### src/rtl/adc_seq_pkg.sv
package adc_seq_pkg;

    localparam int unsigned RES_W      = 8;
    localparam int unsigned CH_W       = 3;
    localparam int unsigned TOTAL_PER  = 160;
    localparam int unsigned SAMPLE_PER = 12;
    localparam int unsigned RATIO_W    = 6;

    typedef enum logic [1:0] {
        BASE_DIV2  = 2'b00,
        BASE_DIV4  = 2'b01,
        BASE_RSV   = 2'b10,
        BASE_DIV16 = 2'b11
    } base_sel_e;

    // system clocks per conversion-clock period
    function automatic logic [RATIO_W-1:0] fadc_ratio(input logic [1:0] sel,
                                                      input logic full);
        logic [RATIO_W-1:0] base;
        case (base_sel_e'(sel))
            BASE_DIV4:  base = RATIO_W'(4);
            BASE_DIV16: base = RATIO_W'(16);
            default:    base = RATIO_W'(2);
        endcase
        return full ? base : (base << 1);
    endfunction

endpackage

### src/rtl/adc_seq_prescaler.sv
module adc_seq_prescaler #(
    parameter int unsigned RATIO_W = 6
) (
    input  logic               clk,
    input  logic               rst_n,
    input  logic               restart,
    input  logic               run,
    input  logic [RATIO_W-1:0] ratio,
    output logic               tick
);

    typedef struct packed {
        logic [RATIO_W-1:0] cnt;
    } pre_t;

    pre_t st_d, st_q;

    assign tick = run && (st_q.cnt == (ratio - RATIO_W'(1)));

    always_comb begin
        st_d = st_q;
        if (restart) begin
            st_d.cnt = '0;
        end else if (run) begin
            st_d.cnt = tick ? '0 : st_q.cnt + RATIO_W'(1);
        end
    end

    always_ff @(posedge clk or negedge rst_n) begin
        if (!rst_n) st_q <= '0;
        else        st_q <= st_d;
    end

endmodule

### src/rtl/adc_seq_timer.sv
module adc_seq_timer #(
    parameter int unsigned RES_W      = 8,
    parameter int unsigned TOTAL_PER  = 160,
    parameter int unsigned SAMPLE_PER = 12
) (
    input  logic                      clk,
    input  logic                      rst_n,
    input  logic                      restart,
    input  logic                      run,
    input  logic                      tick,
    output logic                      sampling,
    output logic                      searching,
    output logic [$clog2(RES_W)-1:0]  bit_idx,
    output logic                      decide,
    output logic                      last
);

    localparam int unsigned BIT_PER    = (TOTAL_PER - SAMPLE_PER) / RES_W;
    localparam int unsigned SEARCH_END = SAMPLE_PER + BIT_PER * RES_W;
    localparam int unsigned PER_W      = $clog2(TOTAL_PER);
    localparam int unsigned SEG_W      = $clog2(BIT_PER);
    localparam int unsigned BIDX_W     = $clog2(RES_W);

    localparam logic [PER_W-1:0] SAMP_L = PER_W'(SAMPLE_PER);
    localparam logic [PER_W-1:0] SEND_L = PER_W'(SEARCH_END);
    localparam logic [PER_W-1:0] LAST_L = PER_W'(TOTAL_PER - 1);
    localparam logic [SEG_W-1:0] SEGL_L = SEG_W'(BIT_PER - 1);

    typedef struct packed {
        logic [PER_W-1:0]  per;
        logic [SEG_W-1:0]  seg;
        logic [BIDX_W-1:0] bidx;
    } tim_t;

    tim_t st_d, st_q;

    assign sampling  = run && (st_q.per < SAMP_L);
    assign searching = run && (st_q.per >= SAMP_L) && (st_q.per < SEND_L);
    assign bit_idx   = st_q.bidx;
    assign decide    = tick && searching && (st_q.seg == SEGL_L);
    assign last      = tick && (st_q.per == LAST_L);

    always_comb begin
        st_d = st_q;
        if (restart) begin
            st_d = '0;
        end else if (tick) begin
            st_d.per = last ? '0 : st_q.per + PER_W'(1);
            if (searching) begin
                st_d.seg  = decide ? '0 : st_q.seg + SEG_W'(1);
                st_d.bidx = decide ? st_q.bidx + BIDX_W'(1) : st_q.bidx;
            end
        end
    end

    always_ff @(posedge clk or negedge rst_n) begin
        if (!rst_n) st_q <= '0;
        else        st_q <= st_d;
    end

endmodule

### src/rtl/adc_seq_sar.sv
module adc_seq_sar #(
    parameter int unsigned RES_W = 8
) (
    input  logic                     clk,
    input  logic                     rst_n,
    input  logic                     clear,
    input  logic                     searching,
    input  logic                     decide,
    input  logic [$clog2(RES_W)-1:0] bit_idx,
    input  logic                     cmp_hi,
    output logic [RES_W-1:0]         code,
    output logic [RES_W-1:0]         dac_code
);

    localparam int unsigned BIDX_W = $clog2(RES_W);

    logic [RES_W-1:0] code_d, code_q, trial;

    for (genvar i = 0; i < RES_W; i++) begin : g_bit
        assign trial[i] = searching && (bit_idx == BIDX_W'(RES_W - 1 - i));
        assign code_d[i] = clear ? 1'b0 :
                           (decide && trial[i]) ? cmp_hi : code_q[i];
    end

    assign code     = code_q;
    assign dac_code = code_q | trial;

    always_ff @(posedge clk or negedge rst_n) begin
        if (!rst_n) code_q <= '0;
        else        code_q <= code_d;
    end

endmodule

### src/rtl/adc_sar_sequencer.sv
module adc_sar_sequencer
    import adc_seq_pkg::*;
#(
    parameter int unsigned P_RES_W      = RES_W,
    parameter int unsigned P_CH_W       = CH_W,
    parameter int unsigned P_TOTAL_PER  = TOTAL_PER,
    parameter int unsigned P_SAMPLE_PER = SAMPLE_PER
) (
    input  logic               clk,
    input  logic               rst_n,
    input  logic               start,
    input  logic [P_CH_W-1:0]  chan_sel,
    input  logic [1:0]         clk_ctl,
    input  logic               fadc_full,
    input  logic               cmp_hi,
    output logic [P_CH_W-1:0]  mux_sel,
    output logic [P_RES_W-1:0] dac_code,
    output logic               sampling,
    output logic               busy,
    output logic               done,
    output logic [P_RES_W-1:0] result
);

    localparam int unsigned BIDX_W = $clog2(P_RES_W);

    typedef struct packed {
        logic               busy;
        logic               done;
        logic [P_RES_W-1:0] result;
        logic [P_CH_W-1:0]  chan;
        logic [RATIO_W-1:0] ratio;
    } ctl_t;

    ctl_t st_d, st_q;

    logic              accept, tick, searching, decide, last;
    logic [BIDX_W-1:0] bit_idx;
    logic [P_RES_W-1:0] code;

    assign accept = start && !st_q.busy;

    adc_seq_prescaler #(.RATIO_W(RATIO_W)) u_pre (
        .clk     (clk),
        .rst_n   (rst_n),
        .restart (accept),
        .run     (st_q.busy),
        .ratio   (st_q.ratio),
        .tick    (tick)
    );

    adc_seq_timer #(
        .RES_W      (P_RES_W),
        .TOTAL_PER  (P_TOTAL_PER),
        .SAMPLE_PER (P_SAMPLE_PER)
    ) u_tim (
        .clk       (clk),
        .rst_n     (rst_n),
        .restart   (accept),
        .run       (st_q.busy),
        .tick      (tick),
        .sampling  (sampling),
        .searching (searching),
        .bit_idx   (bit_idx),
        .decide    (decide),
        .last      (last)
    );

    adc_seq_sar #(.RES_W(P_RES_W)) u_sar (
        .clk       (clk),
        .rst_n     (rst_n),
        .clear     (accept),
        .searching (searching),
        .decide    (decide),
        .bit_idx   (bit_idx),
        .cmp_hi    (cmp_hi),
        .code      (code),
        .dac_code  (dac_code)
    );

    always_comb begin
        st_d = st_q;
        if (accept) begin
            st_d.busy  = 1'b1;
            st_d.done  = 1'b0;
            st_d.chan  = chan_sel;
            st_d.ratio = fadc_ratio(clk_ctl, fadc_full);
        end else if (last) begin
            st_d.busy   = 1'b0;
            st_d.done   = 1'b1;
            st_d.result = code;
        end
    end

    always_ff @(posedge clk or negedge rst_n) begin
        if (!rst_n) begin
            st_q       <= '0;
            st_q.ratio <= RATIO_W'(2);
        end else begin
            st_q <= st_d;
        end
    end

    assign mux_sel = st_q.chan;
    assign busy    = st_q.busy;
    assign done    = st_q.done;
    assign result  = st_q.result;

endmodule

### config.mk
export PLATFORM = sky130hd
export DESIGN_NAME = adc_sar_sequencer
export DESIGN_NICKNAME = d
export VERILOG_FILES = /design/src/rtl/adc_seq_pkg.sv /design/src/rtl/adc_seq_prescaler.sv /design/src/rtl/adc_seq_timer.sv /design/src/rtl/adc_seq_sar.sv /design/src/rtl/adc_sar_sequencer.sv
export SDC_FILE = /design/constraint.sdc
export NUM_CORES = 1
export LEC_CHECK = 0
export BUFFER_PORTS_ARGS = -buffer_cell sky130_fd_sc_hd__buf_2
export CORE_ASPECT_RATIO = 0.6
export CORE_MARGIN = 4
export CORE_UTILIZATION = 35
export DETAILED_ROUTE_END_ITERATION = 7
export SYNTH_ARGS = -nofsm -noshare
export SYNTH_HDL_FRONTEND = slang
export SYNTH_HIERARCHICAL = 1
export SYNTH_SLANG_ARGS = --single-unit
### constraint.sdc
create_clock -name clk -period 5.15 [get_ports clk]
set_input_delay 0.7725 -clock clk [delete_from_list [all_inputs] [get_ports clk]]
set_output_delay 0.7725 -clock clk [all_outputs]
set_load 0.02 [all_outputs]
# Yosys cells after proc, flatten, opt, wreduce, memory -nomap -nowiden
# Index checks and enable logic that the tools add are counted.
# Widths: inputs -> output; s select.
# totals
ff_bits	49
inputBits	10
out_inout_bits	22
word_cells	110
# op_classes
addsub	5
magnitude_cmp	3
eq_ne	12
n_mux	29
n_bitwise	2
n_reduce_logical	42
# op_table
cell	n
$mux 16	2
$reduce_bool 2->1	13
$logic_and 1x1->1	24
$mux 6	4
$mux 1	16
$mux 8	2
$eq 3x3->1 const B	4
$mux 10	1
$pmux 5 s2	1
$add 8x1->8 const B	1
$eq 8x8->1 const B	1
$ge 8x4->1 const B	1
$lt 8x4->1 const B	1
$lt 8x8->1 const B	1
$or 8x8->8	1
$add 6x1->6 const B	1
$eq 3x2->1 const B	2
$eq 6x6->1	1
$sub 6x1->6 const B	1
$add 5x1->5 const B	1
$eq 5x5->1 const B	1
$mux 5	1
$reduce_and 2->1	2
$add 3x1->3 const B	1
other kinds (9)	9

# Depth between registers and ports, before layout
# Gate-level depths: netlist (run 1).
# depth
depth_word	9
ltp_mapped	11

# Hierarchy
# The synthesis (run 1) kept the hierarchy.
# by_module_without_submodules
mod	n_inst	cells_per_inst	area_per_inst_um2	seq_area_each_um2
adc_seq_timer	1	102	950.9	400.4
adc_sar_sequencer	1	65	819.5	451.7
adc_seq_sar	1	50	498.0	200.2
adc_seq_prescaler	1	55	470.5	150.1

# Least setup slack after synthesis (run 1)
# No wires, ideal clock.
# synth_timing
kind	register -> register
start	register st_q[1] (netlist name)
end	register st_q (netlist bit result[6])
setup_time_ps	125
arrival_ps	2875
required_ps	5025
setup_slack_ps	2150
stages_incl_launch_ff	10
n_path_buf	0
cell_sequence	dfstp_2 > inv_1 > ha_1 > nand2b_1 > a311o_1 > a211oi_4 > nand2_1 > nor3_1 > nand2_4 > mux2_4
# synth_rtl
element	line	rtl
end signal: assignment	adc_sar_sequencer.sv:99	st_q <= st_d;
end: declaration	adc_sar_sequencer.sv:34	ctl_t st_d, st_q;

==> results of run 1 <==
routing by layer:
| metal | global-route usage [%] | routed length (um) |
|---|---|---|
| met5 | 0 | 0 |
| met4 | 4.022 | 67 |
| met3 | 3.116 | 242 |
| met2 | 16.55 | 2269 |
| met1 | 20.67 | 3075 |
path summary, 6_finish.rpt:
check	endpoint
worst max-delay path	result[6]
worst min-delay path	st_q[1]
worst max register to register	result[6]
worst min register to register	st_q[1]
max in group asynchronous	st_q[2]
min in group asynchronous	u_tim/st_q[6]
sequential cells by signal (all words and copies together), names as in the netlist:
signal and cells:
u_tim/st_q 13, result 8, u_sar/code 8, u_pre/st_q 6, st_q 5, mux_sel 3
u_tim/bit_idx 3, busy 1, done 1
worst min-delay path: cells and delay by family (launching register included):
kind	cells	cell delay (ns)
AO/OA/AOI/OAI	1	0.06
flip-flops	1	0.38
AND/OR/NAND/NOR	1	0.05
cells in the mapped netlist (all sizes together) (4+ instances only):
| master | number | area, sq um |
|---|---|---|
| mux2i | 9 | 90.09 |
| nand3 | 10 | 50.05 |
| mux2 | 12 | 142.6 |
| inv | 14 | 52.55 |
| dfrtp | 47 | 1176 |
| nand2 | 18 | 75.07 |
| nor4 | 4 | 25.02 |
| and3 | 5 | 32.53 |
| a21o | 6 | 47.55 |
| nor2 | 17 | 63.81 |
| or3 | 6 | 37.54 |
| ha | 7 | 87.58 |
| xor2 | 8 | 70.07 |
| xnor2 | 5 | 43.79 |
| a21oi | 10 | 50.05 |
| nand2b | 17 | 113.9 |
| o21ai | 12 | 60.05 |
| nor3 | 7 | 35.03 |
| buf | 19 | 148.9 |
where the power goes:
| part | switching (mW) | internal [mW] |
|---|---|---|
| sequential | 0.0471 | 0.412 |
| clock | 0.150 | 0.231 |
| combinational | 0.0828 | 0.0753 |
layout make-up:
| type | count | share of cell area (%) |
|---|---|---|
| Multi-Input combinational cell | 191 | 43.60 |
| Sequential cell | 48 | 39.27 |
| Inverter | 14 | 1.716 |
| Timing Repair Buffer | 33 | 5.558 |
| Clock buffer | 5 | 4.087 |
| Tap cell | 104 | 4.250 |
| Clock inverter | 3 | 1.512 |
cells by family (layout without fill, tap and decap cells):
family                     count (synthesis)  in the layout
other                                      1              4
AOI/OAI and AO/OA                         45             45
and+or+nand+nor                          101            101
adders and majority gates                  7              7
xor gates and xnor gates                  13             13
muxes                                     21             21
buffers and inverters                     36             55
DFF                                       48             48
stage by stage:
stage / hold WS [ns] / cells
2_1_floorplan: 0.4657 / 275
3_3_place_gp: 0.4856 / 390
3_5_place_dp: 0.4895 / 390
4_1_cts: 0.4998 / 398
5_1_grt: 0.5109 / 398
6_report: 0.4953 / 398
==> Implementation_results.wiki, run 1 <==
{| class="wikitable"
! Metric !! Value
|-
| Run status || complete, no violations
|-
| Fmax || approximately 0.29 GHz
|-
| Top-level I/O count || 32
|-
| Post-cts repair resize count || 0
|-
| Max-cap violations || 0
|-
| Logic depth of the worst path, buffers included || 9
|-
| Final setup margin || approximately 1.7 ns
|-
| Basic-gate share of the synthesized area counting and, or, nand and nor cells || 20.83%
|-
| Post-synthesis xor/xnor area fraction || a little over 4%
|-
| Number of cells produced by synthesis || about 270
|-
| Signal arrival time at the worst endpoint || roughly 3.7 ns
|-
| Max-slew violation count || 0
|-
| Worst-path fanout max || 13
|-
| Ratio of total power to cell area || ~330 nW/um^2
|-
| Initial antenna violation count || 0
|-
| Design Power || 997.6 uW
|-
| Worst max-slew margin expressed relative to the limit || about 47%
|-
| Cell Rows || 24
|-
| Post-DRT Antenna Nets || 0
|-
| Source-to-sink clock delay at the later pin of the worst-skew pair || between 0.2 and 0.3 ns
|-
| Category of the worst setup path launch point || flop
|-
| Clock Tree Buf Depth || 2
|-
| Number of hold violations in the final report || 0
|-
| Reported leakage power || approximately 1.5 nW
|-
| Aggregate global routing overflow || 0
|-
| Die span in y || between 70 and 80 um
|-
| Final routed DRC violation total || 0
|-
| Data required time at the worst endpoint || about 5.3 ns
|-
| Clock tree from TritonCTS || yes
|-
| Syn-to-layout area delta || 11.79%
|-
| Slew at the pin closest to its max-slew limit || 0.7857 ns
|-
| Seq/Total Area, Yosys || roughly 44%
|-
| IR drop worst, VDD || 0.1473 mV
|-
| Average wire length per cell after detail routing || 14.21 um
|-
| Largest net degree at the start of global routing || 49
|-
| Launch point of the critical path || st_q[1]
|-
| Via count of the first global-routing pass || about 1,800
|-
| Number of enable flip-flop cells after synthesis || 0
|-
| Part of the cycle the worst path needs || just under 70%
|-
| Final setup fails || 0
|-
| Peak per-stage delay on the critical path || around 0.7 ns
|-
| Largest clock skew in the final design || slightly below 0.008 ns
|-
| CTS buffer count || 5
|-
| Share of synthesized registers carrying an async set or reset || 100.0%
|-
| Detailed-router iteration count before antenna repair || 4
|-
| Hold path start || st_q[1]
|-
| All-layer global routing usage || between 10% and 20%
|-
| # clock sinks || between 40 and 50
|-
| Adder and majority gate portion of the synthesized area || 3.198%
|-
| Filler cell count || 738
|-
| Post-DP HPWL || 3.968 mm
|-
| Die Footprint || ~9400 sq um
|-
| Via-per-instance ratio || about 5
|-
| Warning count from the yosys run || 6
|-
| Cells on worst reg2reg path || 9
|-
| Post-synthesis sequential element count || 48
|-
| Placeable core region || ~7400 sq um
|-
| N_diodes || 0
|-
| Sum of routed wire length over all layers || ~5.7 mm
|-
| Primary FF master, synth || sky130_fd_sc_hd__dfrtp_1
|-
| Die extent in x || approximately 120 um
|-
| Clock transition at path regs || roughly 0.07 ns
|-
| Min Tclk post-route || between 3 and 4 ns
|-
| Setup repair after global routing missed its margin || no
|-
| Distinct cells, synth || 52
|-
| Register-to-register path setup slack || about 1.7 ns
|-
| Setup TNS || 0 ns
|-
| Top delay family on crit path || simple AND/OR/NAND/NOR gates
|-
| Utilization after layout || about two fifths
|-
| Critical path buffers and inverters || 1
|-
| Number of H-tree levels || 2
|-
| Final instance area || slightly above 3000 sq um
|-
| Post-Place Setup Slack || roughly 1.7 ns
|-
| Fraction of layout cells with a size suffix above 1 || 22.11%
|-
| Most frequent cells in the layout || sky130_fd_sc_hd__dfrtp_1 (47), sky130_fd_sc_hd__buf_2 (31), sky130_fd_sc_hd__nand2_1 (17), sky130_fd_sc_hd__nor2_1 (17), sky130_fd_sc_hd__nand2b_1 (16)
|-
| Vias || approximately 1,900
|-
| CP Class || reg2reg
|-
| Most common library cell in the layout ignoring fill and taps || sky130_fd_sc_hd__dfrtp_1
|-
| Area post-placement || a little under 3000 sq um
|-
| Hold crit path type || reg2reg
|-
| Number of input and output port buffers inserted || 31
|-
| Crit Reg-Reg Startpoint || st_q[1]
|-
| Mapped Avg Cell Area || ~10 sq um
|-
| Synthesized-area fraction occupied by ao, oa, aoi and oai cells || 11.51%
|-
| Quantity of hold-fixing buffers added after cts || 0
|-
| Routability cong. || 0.7694
|-
| Portion of netlist area occupied by mux cells || between 8 and 9%
|-
| Crit path capture type || flop
|-
| Depth of the worst hold-timing path || 2
|-
| Starting Density || about 37%
|-
| Slowest-stage cell, CP || sky130_fd_sc_hd__nor3_1
|-
| Series of cell instances along the critical path || inv_1, ha_1, nand2b_1, a311o_1, a211oi_4, nand2_1, nor3_1, nand2_4, mux2_4
|-
| Buffers inserted during post-CTS setup optimization || 0
|-
| 1st-iter DRT viols || between 100 and 150
|-
| Cell at the root of the clock tree || sky130_fd_sc_hd__clkbuf_16
|-
| Multi-input combinational cell area || between 1000 and 1500 sq um
|-
| Register area || between 1000 and 1500 sq um
|-
| Cell Area, Synth || ~2700 sq um
|-
| Number of nets in the final layout || 310
|-
| Global-route wire length before repair || around 9.6 mm
|-
| Main combinational cell family by area after synthesis || simple AND/OR/NAND/NOR gates
|}
(Power assumes the default switching activity.)
==> run 2, diff against run 1 <==
==> constraint.sdc (replaced) <==
create_clock -name clk -period 3.5 [get_ports clk]
set_input_delay 0.525 -clock clk [delete_from_list [all_inputs] [get_ports clk]]
set_output_delay 0.525 -clock clk [all_outputs]
set_load 0.02 [all_outputs]
==> run 2 against run 1 <==
  * Core utilization rose by 0.10 points
  * Register-to-register slack worse by 1.1 ns
  * Design area rose by 0.24%
  * Sequential share of layout area fell by 0.096 points
  * Critical path type unchanged
==> Implementation_results.wiki, run 2 (same netlist as run 1, synthesis figures left out) <==
{| class="wikitable"
! Metric !! Value
|-
| All-layer global routing usage || 13.15% (was 12.91%)
|-
| Clock transition at path regs || 0.07 ns (about the same)
|-
| Syn-to-layout area delta || 12.06% (was 11.79%)
|-
| Clock Tree Buf Depth || 2 (unchanged)
|-
| Vias || 1,974 (was 1,939)
|-
| Register containing the most flip-flops in the final layout || u_tim/st_q (unchanged)
|-
| Number of input and output port buffers inserted || 31 (unchanged)
|-
| Data required time at the worst endpoint || 3.71 ns (was 5.33 ns)
|-
| Buffers inserted during post-CTS setup optimization || 0 (unchanged)
|-
| Via count of the first global-routing pass || 1,903 (was 1,800)
|-
| 1st-iter DRT viols || 119 (was 102)
|-
| Worst max-slew margin expressed relative to the limit || 48.69% (was 47.22%)
|-
| Clock tree from TritonCTS || yes (unchanged)
|-
| Non-filler instance count after layout || 402 (was 398)
|-
| N_diodes || 0 (unchanged)
|-
| Number of H-tree levels || 2 (unchanged)
|-
| Source-to-sink clock delay at the later pin of the worst-skew pair || 0.29 ns (about the same)
|-
| Peak per-stage delay on the critical path || 0.56 ns (was 0.69 ns)
|-
| Quantity of hold-fixing buffers added after cts || 0 (unchanged)
|-
| Routability cong. || 0.7680 (was 0.7694)
|-
| # clock sinks || 48 (unchanged)
|-
| Largest net degree at the start of global routing || 34 (was 49)
|-
| Top-level I/O count || 32 (unchanged)
|-
| Post-DRT Antenna Nets || 0 (unchanged)
|-
| Post-DP HPWL || 4.160 mm (was 3.968 mm)
|-
| IR drop worst, VDD || 0.2224 mV (was 0.1473 mV)
|-
| Cell at the root of the clock tree || sky130_fd_sc_hd__clkbuf_16 (unchanged)
|-
| Signal arrival time at the worst endpoint || 3.14 ns (was 3.65 ns)
|-
| Multi-input combinational cell area || 1335 sq um (unchanged)
|-
| Setup repair after global routing missed its margin || no (unchanged)
|-
| Die extent in x || 122.2 um (unchanged)
|-
| Reported leakage power || 1.486 nW (was 1.480 nW)
|-
| Detailed-router iteration count before antenna repair || 4 (unchanged)
|-
| Largest clock skew in the final design || 0.005293 ns (was 0.007926 ns)
|-
| Fmax || 0.3417 GHz (was 0.2879 GHz)
|-
| Min Tclk post-route || 2.927 ns (was 3.473 ns)
|-
| Final routed DRC violation total || 0 (unchanged)
|-
| Run status || complete, no violations (unchanged)
|-
| Max-cap violations || 0 (unchanged)
|-
| Via-per-instance ratio || 4.910 (was 4.872)
|-
| Die Footprint || 9351 sq um (unchanged)
|-
| Initial antenna violation count || 0 (unchanged)
|-
| Most frequent cells in the layout || sky130_fd_sc_hd__dfrtp_1 (47), sky130_fd_sc_hd__buf_2 (31), sky130_fd_sc_hd__nand2_1 (17), sky130_fd_sc_hd__nor2_1 (17), sky130_fd_sc_hd__nand2b_1 (16) (unchanged)
|-
| Logic depth of the worst path, buffers included || 9 (unchanged)
|-
| Register area || 1202 sq um (unchanged)
|-
| Crit path capture type || flop (unchanged)
|-
| Final setup fails || 0 (unchanged)
|-
| Final setup margin || 0.5734 ns (was 1.677 ns)
|-
| Average wire length per cell after detail routing || 14.17 um (was 14.21 um)
|-
| Metal-1 WL || 3.098 mm (was 3.075 mm)
|-
| CP Class || reg2reg (unchanged)
|-
| Most common library cell in the layout ignoring fill and taps || sky130_fd_sc_hd__dfrtp_1 (unchanged)
|-
| Part of the cycle the worst path needs || 83.62% (was 67.44%)
|-
| Number of nets in the final layout || 314 (was 310)
|-
| Register-to-register path setup slack || 0.57 ns (was 1.68 ns)
|-
| Post-cts repair resize count || 0 (unchanged)
|-
| Slowest-stage cell, CP || sky130_fd_sc_hd__dfstp_2 (was sky130_fd_sc_hd__nor3_1)
|-
| Cell Rows || 24 (unchanged)
|-
| Filler cell count || 735 (was 738)
|-
| Max reg flops || 13 (unchanged)
|-
| Worst-path fanout max || 14 (was 13)
|-
| Number of hold violations in the final report || 0 (unchanged)
|-
| Endpoint of the worst-slack reg-to-reg timing path || u_tim/bit_idx[2] (was result[6])
|-
| Wire length on met2 || 2.324 mm (was 2.269 mm)
|-
| Global-route wire length before repair || 9.929 mm (was 9.646 mm)
|-
| Crit Reg-Reg Startpoint || st_q[1] (unchanged)
|-
| Fraction of layout cells with a size suffix above 1 || 23.15% (was 22.11%)
|-
| Hold crit path type || in2async (was reg2reg)
|-
| Starting Density || 36.93% (unchanged)
|-
| Cell count after placement || 394 (was 390)
|-
| Aggregate global routing overflow || 0 (unchanged)
|-
| Top routing layer in use || met4 (unchanged)
|-
| Critical path buffers and inverters || 1 (unchanged)
|-
| Utilization after layout || 41.38% (was 41.28%)
|-
| Detailed route wirelength on metal3 || 225 um (was 242 um)
|-
| Cells on worst reg2reg path || 9 (unchanged)
|-
| Slew at the pin closest to its max-slew limit || 0.7697 ns (was 0.7857 ns)
|-
| CTS buffer count || 5 (unchanged)
|-
| Setup TNS || 0 ns (unchanged)
|-
| Die span in y || 76.52 um (unchanged)
|-
| Sum of routed wire length over all layers || 5.695 mm (was 5.655 mm)
|-
| Post-Place Setup Slack || 0.5450 ns (was 1.718 ns)
|-
| Max-slew violation count || 0 (unchanged)
|-
| Series of cell instances along the critical path || inv_1, ha_1, nand2b_1, a311o_1, a211oi_4, nand2_1, a221o_1, or4_1, a21oi_1 (was inv_1, ha_1, nand2b_1, a311o_1, a211oi_4, nand2_1, nor3_1, nand2_4, mux2_4)
|-
| Category of the worst setup path launch point || flop (unchanged)
|-
| Placeable core region || 7417 sq um (unchanged)
|-
| Ratio of total power to cell area || 455.5 nW/um^2 (was 325.8 nW/um^2)
|-
| Top delay family on crit path || compound AO/OA/AOI/OAI gates (was simple AND/OR/NAND/NOR gates)
|}
==> run 2: changes by cell type in the layout (fill, tap and decap cells not counted), sizes merged <==
cell	change
bufinv	-1
clkinvlp	+1
inv	-1
buf	+4
clkinv	+1
==> run 2: worst max path at each step <==
| stage | startpoint | end | slack (ns) |
|---|---|---|---|
| CTS | st_q[1] | u_tim/bit_idx[2] | 0.56 |
| global placement | st_q[1] | result[6] | 0.64 |
| global route | u_tim/st_q[10] | dac_code[5] | 0.35 |
| floorplan | st_q[1] | result[6] | 0.50 |
| detailed placement | st_q[1] | u_tim/bit_idx[2] | 0.54 |
| finish | st_q[1] | u_tim/bit_idx[2] | 0.57 |
==> run 2: metrics by stage <==
| stage | area, sq um | hold WS, ns | power [mW] |
|---|---|---|---|
| floorplan | 2750 | 0.2294 | 0.8512 |
| global placement | 2920 | 0.4868 | 0.9200 |
| detailed placement | 2920 | 0.4885 | 0.9245 |
| CTS | 3069 | 0.3384 | 1.410 |
| global route | 3069 | 0.3784 | 1.472 |
| finish | 3069 | 0.3142 | 1.398 |
==> run 2: per-layer routing <==
| layer | GRT usage, % | up-vias |
|---|---|---|
| li1 | - | 984 |
| met1 | 20.41 | 952 |
| met2 | 18.08 | 32 |
| met3 | 3.264 | 6 |
| met4 | 2.905 | 0 |
| met5 | 0 | - |
==> run 2: report_power, final <==
part	leakage, nW	internal (mW)	switching (mW)
sequential	0.639	0.606	0.0702
combinational	0.781	0.112	0.126
clock	0.0660	0.266	0.218
total	1.49	0.985	0.413
==> run 2: layout make-up <==
type / instances / share of cell area [%]
multi-input cells: 191 / 43.50
inverters: 14 / 1.712
clock inverters: 3 / 0.7746
well taps: 104 / 4.240
clock buffers: 5 / 4.077
flip-flops and latches: 48 / 39.18
repair buffers: 37 / 6.523
==> run 2: worst reg2reg max path, stage by stage, from the launching register on <==
cell and delay [ns]:
sky130_fd_sc_hd__dfstp_2 0.56, sky130_fd_sc_hd__inv_1 0.04, sky130_fd_sc_hd__ha_1 0.20, sky130_fd_sc_hd__nand2b_1 0.16
sky130_fd_sc_hd__a311o_1 0.35, sky130_fd_sc_hd__a211oi_4 0.34, sky130_fd_sc_hd__nand2_1 0.15, sky130_fd_sc_hd__a221o_1 0.44
sky130_fd_sc_hd__or4_1 0.46, sky130_fd_sc_hd__a21oi_1 0.15
==> run 3, diff against run 2 <==
--- a/config.mk
+++ b/config.mk
@@ -5,6 +5,7 @@
 export SDC_FILE = /design/constraint.sdc
 export NUM_CORES = 1
 export LEC_CHECK = 0
+export ABC_AREA = 1
 export BUFFER_PORTS_ARGS = -buffer_cell sky130_fd_sc_hd__buf_2
 export CORE_ASPECT_RATIO = 0.6
 export CORE_MARGIN = 4
==> constraint.sdc (replaced) <==
create_clock -name clk -period 2.42 [get_ports clk]
set_input_delay 0.363 -clock clk [delete_from_list [all_inputs] [get_ports clk]]
set_output_delay 0.363 -clock clk [all_outputs]
set_load 0.02 [all_outputs]
==> run 3 against run 2 <==
  * The run now ends with negative hold slack left
  * Register-to-register slack got worse by 0.44 ns
  * Sequential power up 54%
  * Critical path depth grew 7
  * Count of clock-buffer cells in the layout unchanged
  * Largest power group unchanged
==> Implementation_results.wiki, run 3 <==
{| class="wikitable"
! Metric !! Value
|-
| Run status || finished with violations (was complete, no violations)
|-
| Violations in the final reports || negative hold slack
|-
| Seq/Total Area, Yosys || 39.71% (was 43.90%)
|-
| Number of cells produced by synthesis || 415 (was 272)
|-
| Number of input and output port buffers inserted || 31 (unchanged)
|-
| Setup TNS || 0 ns (unchanged)
|-
| Crit path capture type || flop (unchanged)
|-
| Warning count from the yosys run || 6 (unchanged)
|-
| Final setup fails || 0 (unchanged)
|-
| Cells on worst reg2reg path || 16 (was 9)
|-
| Detailed-router iteration count before antenna repair || 4 (unchanged)
|-
| Share of synthesized registers carrying an async set or reset || 100.0% (unchanged)
|-
| Mapped Avg Cell Area || 7.296 sq um (was 10.07 sq um)
|-
| Top post-synthesis cells by count || sky130_fd_sc_hd__nand2_1 (132), sky130_fd_sc_hd__inv_1 (48), sky130_fd_sc_hd__dfrtp_1 (47) (was sky130_fd_sc_hd__dfrtp_1 (47), sky130_fd_sc_hd__nand2_1 (17), sky130_fd_sc_hd__nor2_1 (17))
|-
| Starting Density || 37.23% (was 36.93%)
|-
| Utilization after layout || 42.71% (was 41.38%)
|-
| Via count of the first global-routing pass || 2,416 (was 1,903)
|-
| Setup repair after global routing missed its margin || yes (was no)
|-
| Largest net degree at the start of global routing || 20 (was 34)
|-
| Series of cell instances along the critical path || inv_2, ha_2, nor2_1, nor2_2, nand3_4, nor2_4, nand3_4, inv_4, nand2_2, nor2_4, nand2_4, inv_4, clkbuf_16, nand4_1, nand2_1, inv_1 (was inv_1, ha_1, nand2b_1, a311o_1, a211oi_4, nand2_1, a221o_1, or4_1, a21oi_1)
|-
| Die extent in x || 128.1 um (was 122.2 um)
|-
| Register-to-register path setup slack || 0.14 ns (was 0.57 ns)
|-
| Placeable core region || 8133 sq um (was 7417 sq um)
|-
| Data required time at the worst endpoint || 2.61 ns (was 3.71 ns)
|-
| Cell Rows || 25 (was 24)
|-
| Top-level I/O count || 32 (unchanged)
|-
| Cell count after placement || 546 (was 394)
|-
| Reported leakage power || 2.004 nW (was 1.486 nW)
|-
| Post-DP HPWL || 5.005 mm (was 4.160 mm)
|-
| Min Tclk post-route || 2.283 ns (was 2.927 ns)
|-
| Worst max-slew margin expressed relative to the limit || 66.22% (was 48.69%)
|-
| Number of H-tree levels || 2 (unchanged)
|-
| Post-DRT Antenna Nets || 0 (unchanged)
|-
| Quantity of hold-fixing buffers added after cts || 0 (unchanged)
|-
| Fmax || 0.4380 GHz (was 0.3417 GHz)
|-
| Number of nets in the final layout || 466 (was 314)
|-
| Initial antenna violation count || 0 (unchanged)
|-
| Clock Tree Buf Depth || 2 (unchanged)
|-
| Slowest-stage cell, CP || sky130_fd_sc_hd__dfstp_2 (unchanged)
|-
| N_diodes || 0 (unchanged)
|-
| Post-synthesis sequential element count || 48 (unchanged)
|-
| Most frequent cell after synthesis || sky130_fd_sc_hd__nand2_1 (was sky130_fd_sc_hd__dfrtp_1)
|-
| Cell types with the largest area share after synthesis || sky130_fd_sc_hd__dfrtp_1 (39%), sky130_fd_sc_hd__nand2_1 (16%), sky130_fd_sc_hd__nand3_1 (7.1%) (was sky130_fd_sc_hd__dfrtp_1 (43%), sky130_fd_sc_hd__mux2_2 (4.1%), sky130_fd_sc_hd__buf_4 (3.8%))
|-
| Non-filler instance count after layout || 557 (was 402)
|-
| Post-Place Setup Slack || 0.005629 ns (was 0.5450 ns)
|-
| Via-per-instance ratio || 4.634 (was 4.910)
|-
| Source-to-sink clock delay at the later pin of the worst-skew pair || 0.29 ns (about the same)
|-
| Die Footprint || 10,250 sq um (was 9351 sq um)
|-
| 1st-iter DRT viols || 121 (was 119)
|-
| # clock sinks || 48 (unchanged)
|-
| Category of the worst setup path launch point || flop (unchanged)
|-
| Design Power || 2.422 mW (was 1.398 mW)
|-
| Area fraction of the dominant cell type after synthesis || 38.84% (was 42.94%)
|-
| Critical path buffers and inverters || 5 (was 1)
|-
| Ratio of total power to cell area || 697.3 nW/um^2 (was 455.5 nW/um^2)
|-
| Primary FF master, synth || sky130_fd_sc_hd__dfrtp_1 (unchanged)
|-
| Final routed DRC violation total || 0 (unchanged)
|-
| Number of hold violations in the final report || 13 (was 0)
|-
| Worst-path fanout max || 8 (was 14)
|-
| Aggregate global routing overflow || 0 (unchanged)
|-
| Clock tree from TritonCTS || yes (unchanged)
|-
| Yosys top cell by area || sky130_fd_sc_hd__dfrtp_1 (unchanged)
|-
| Peak per-stage delay on the critical path || 0.56 ns (about the same)
|-
| Sum of routed wire length over all layers || 6.809 mm (was 5.695 mm)
|-
| Number of enable flip-flop cells after synthesis || 0 (unchanged)
|-
| Endpoint of the worst-slack reg-to-reg timing path || u_sar/code[7] (was u_tim/bit_idx[2])
|-
| Register containing the most flip-flops in the final layout || u_tim/st_q (unchanged)
|-
| Clock transition at path regs || 0.07 ns (about the same)
|-
| Distinct cells, synth || 38 (was 52)
|-
| Worst Hold Slack || -0.008967 ns (was 0.3142 ns)
|-
| Largest clock skew in the final design || 0.006637 ns (was 0.005293 ns)
|-
| Max-cap violations || 0 (unchanged)
|-
| Fraction of layout cells with a size suffix above 1 || 20.71% (was 23.15%)
|-
| Top delay family on crit path || simple AND/OR/NAND/NOR gates (was compound AO/OA/AOI/OAI gates)
|-
| Slew at the pin closest to its max-slew limit || 0.5062 ns (was 0.7697 ns)
|-
| Average wire length per cell after detail routing || 12.22 um (was 14.17 um)
|-
| Most frequent cells in the layout || sky130_fd_sc_hd__nand2_1 (131), sky130_fd_sc_hd__dfrtp_1 (47), sky130_fd_sc_hd__inv_1 (46) (was sky130_fd_sc_hd__dfrtp_1 (47), sky130_fd_sc_hd__buf_2 (31), sky130_fd_sc_hd__nand2_1 (17), sky130_fd_sc_hd__nor2_1 (17), sky130_fd_sc_hd__nand2b_1 (16))
|-
| Crit Reg-Reg Startpoint || st_q[1] (unchanged)
|-
| Signal arrival time at the worst endpoint || 2.47 ns (was 3.14 ns)
|-
| Max-slew violation count || 0 (unchanged)
|-
| Hold crit path type || in2async (unchanged)
|-
| Final setup margin || 0.1370 ns (was 0.5734 ns)
|-
| CTS buffer count || 5 (unchanged)
|-
| Cell Area, Synth || 3028 sq um (was 2739 sq um)
|-
| CP Class || reg2reg (unchanged)
|-
| Part of the cycle the worst path needs || 94.34% (was 83.62%)
|-
| Cell at the root of the clock tree || sky130_fd_sc_hd__clkbuf_16 (unchanged)
|-
| Routability cong. || 0.8553 (was 0.7680)
|-
| IR drop worst, VDD || 0.2775 mV (was 0.2224 mV)
|-
| Syn-to-layout area delta || 14.71% (was 12.06%)
|-
| Global-route wire length before repair || 11.56 mm (was 9.929 mm)
|-
| Die span in y || 80.05 um (was 76.52 um)
|-
| Most common library cell in the layout ignoring fill and taps || sky130_fd_sc_hd__nand2_1 (was sky130_fd_sc_hd__dfrtp_1)
|-
| Max reg flops || 13 (unchanged)
|-
| All-layer global routing usage || 14.00% (was 13.15%)
|-
| Vias || 2,581 (was 1,974)
|-
| Filler cell count || 847 (was 735)
|}
## run 3: cell count changes in the layout (fill, tap and decap cells not counted), moves of 7 or more
cell                       before  now
sky130_fd_sc_hd__inv_1         14   46
sky130_fd_sc_hd__inv_2          0    8
sky130_fd_sc_hd__mux2_2        10    0
sky130_fd_sc_hd__mux2i_1        9    0
sky130_fd_sc_hd__nand2_1       17  131
sky130_fd_sc_hd__nand2_2        0    7
sky130_fd_sc_hd__nand2b_1      16    0
sky130_fd_sc_hd__nand3_1       10   43
sky130_fd_sc_hd__nand4_1        3   13
sky130_fd_sc_hd__nor2_1        17   31
## run 3: kinds of logic after synthesis
family	share of synthesized area, %
AND/OR/NAND/NOR	39.05
adder cells (fa/ha/maj)	2.892
flip-flops	39.71
XOR/XNOR	2.025
AO/OA/AOI/OAI	3.967
buffers and inverters	12.23
other	0.1238
## run 3: area by class of cell
cell class / instances / area (sq um) / area share [%]
multi-input combinational: 291 / 1489 / 42.87
tap: 108 / 135.1 / 3.891
clock buffer: 5 / 125.1 / 3.602
clock inverter: 2 / 12.51 / 0.3602
sequential: 48 / 1202 / 34.62
inverter: 59 / 226.5 / 6.520
timing repair buffer: 44 / 282.8 / 8.141
## run 3: repair_timing
| action | CTS | global route |
|---|---|---|
| pin swaps | 0 | 6 |
| buffers inserted | 0 | 3 |
| gates cloned | 0 | 1 |
| resized for setup | 1 | 9 |
| endpoints found under the setup margin | 2 | 11 |
## run 3: stage by stage
step | cell area (sq um) | hold WS, ns
after floorplan | 3039 | 0.06741
after global placement | 3261 | 0.3086
after detailed placement | 3261 | 0.3152
after CTS | 3401 | 0.001801
after global routing | 3473 | 0.01843
final | 3473 | -0.008967
## run 3: how the worst max path moves through the flow
stage	from	endpoint	slack [ns]	cells after the start
floorplan	st_q[1]	u_sar/code[7]	0.003	17
global placement	st_q[1]	u_sar/code[7]	0.05	16
detailed placement	st_q[1]	u_sar/code[7]	0.006	16
CTS	st_q[1]	u_sar/code[4]	0.05	18
global route	u_tim/st_q[10]	dac_code[6]	-0.002	9
finish	st_q[1]	u_sar/code[7]	0.14	16
## run 3: layer usage
metal	vias to the layer above	routed length (um)	track usage [%]
met5	-	0	0
met4	0	35	3.919
met3	5	395	3.342
met2	62	2706	19.62
met1	1162	3671	21.08
li1	1352	-	-
## run 3: worst reg2reg max path, stage by stage, from the launching register on
cell	delay (ns)
sky130_fd_sc_hd__dfstp_2	0.56
sky130_fd_sc_hd__inv_2	0.04
sky130_fd_sc_hd__ha_2	0.31
sky130_fd_sc_hd__nor2_1	0.04
sky130_fd_sc_hd__nor2_2	0.14
sky130_fd_sc_hd__nand3_4	0.08
sky130_fd_sc_hd__nor2_4	0.11
sky130_fd_sc_hd__nand3_4	0.09
sky130_fd_sc_hd__inv_4	0.09
sky130_fd_sc_hd__nand2_2	0.06
sky130_fd_sc_hd__nor2_4	0.14
sky130_fd_sc_hd__nand2_4	0.08
sky130_fd_sc_hd__inv_4	0.08
sky130_fd_sc_hd__clkbuf_16	0.14
sky130_fd_sc_hd__nand4_1	0.09
sky130_fd_sc_hd__nand2_1	0.08
sky130_fd_sc_hd__inv_1	0.04
## run 3: report_power, final
| group | switching, mW | internal [mW] | total [mW] |
|---|---|---|---|
| sequential | 0.138 | 0.905 | 1.04 |
| combinational | 0.443 | 0.265 | 0.708 |
| clock | 0.296 | 0.375 | 0.671 |
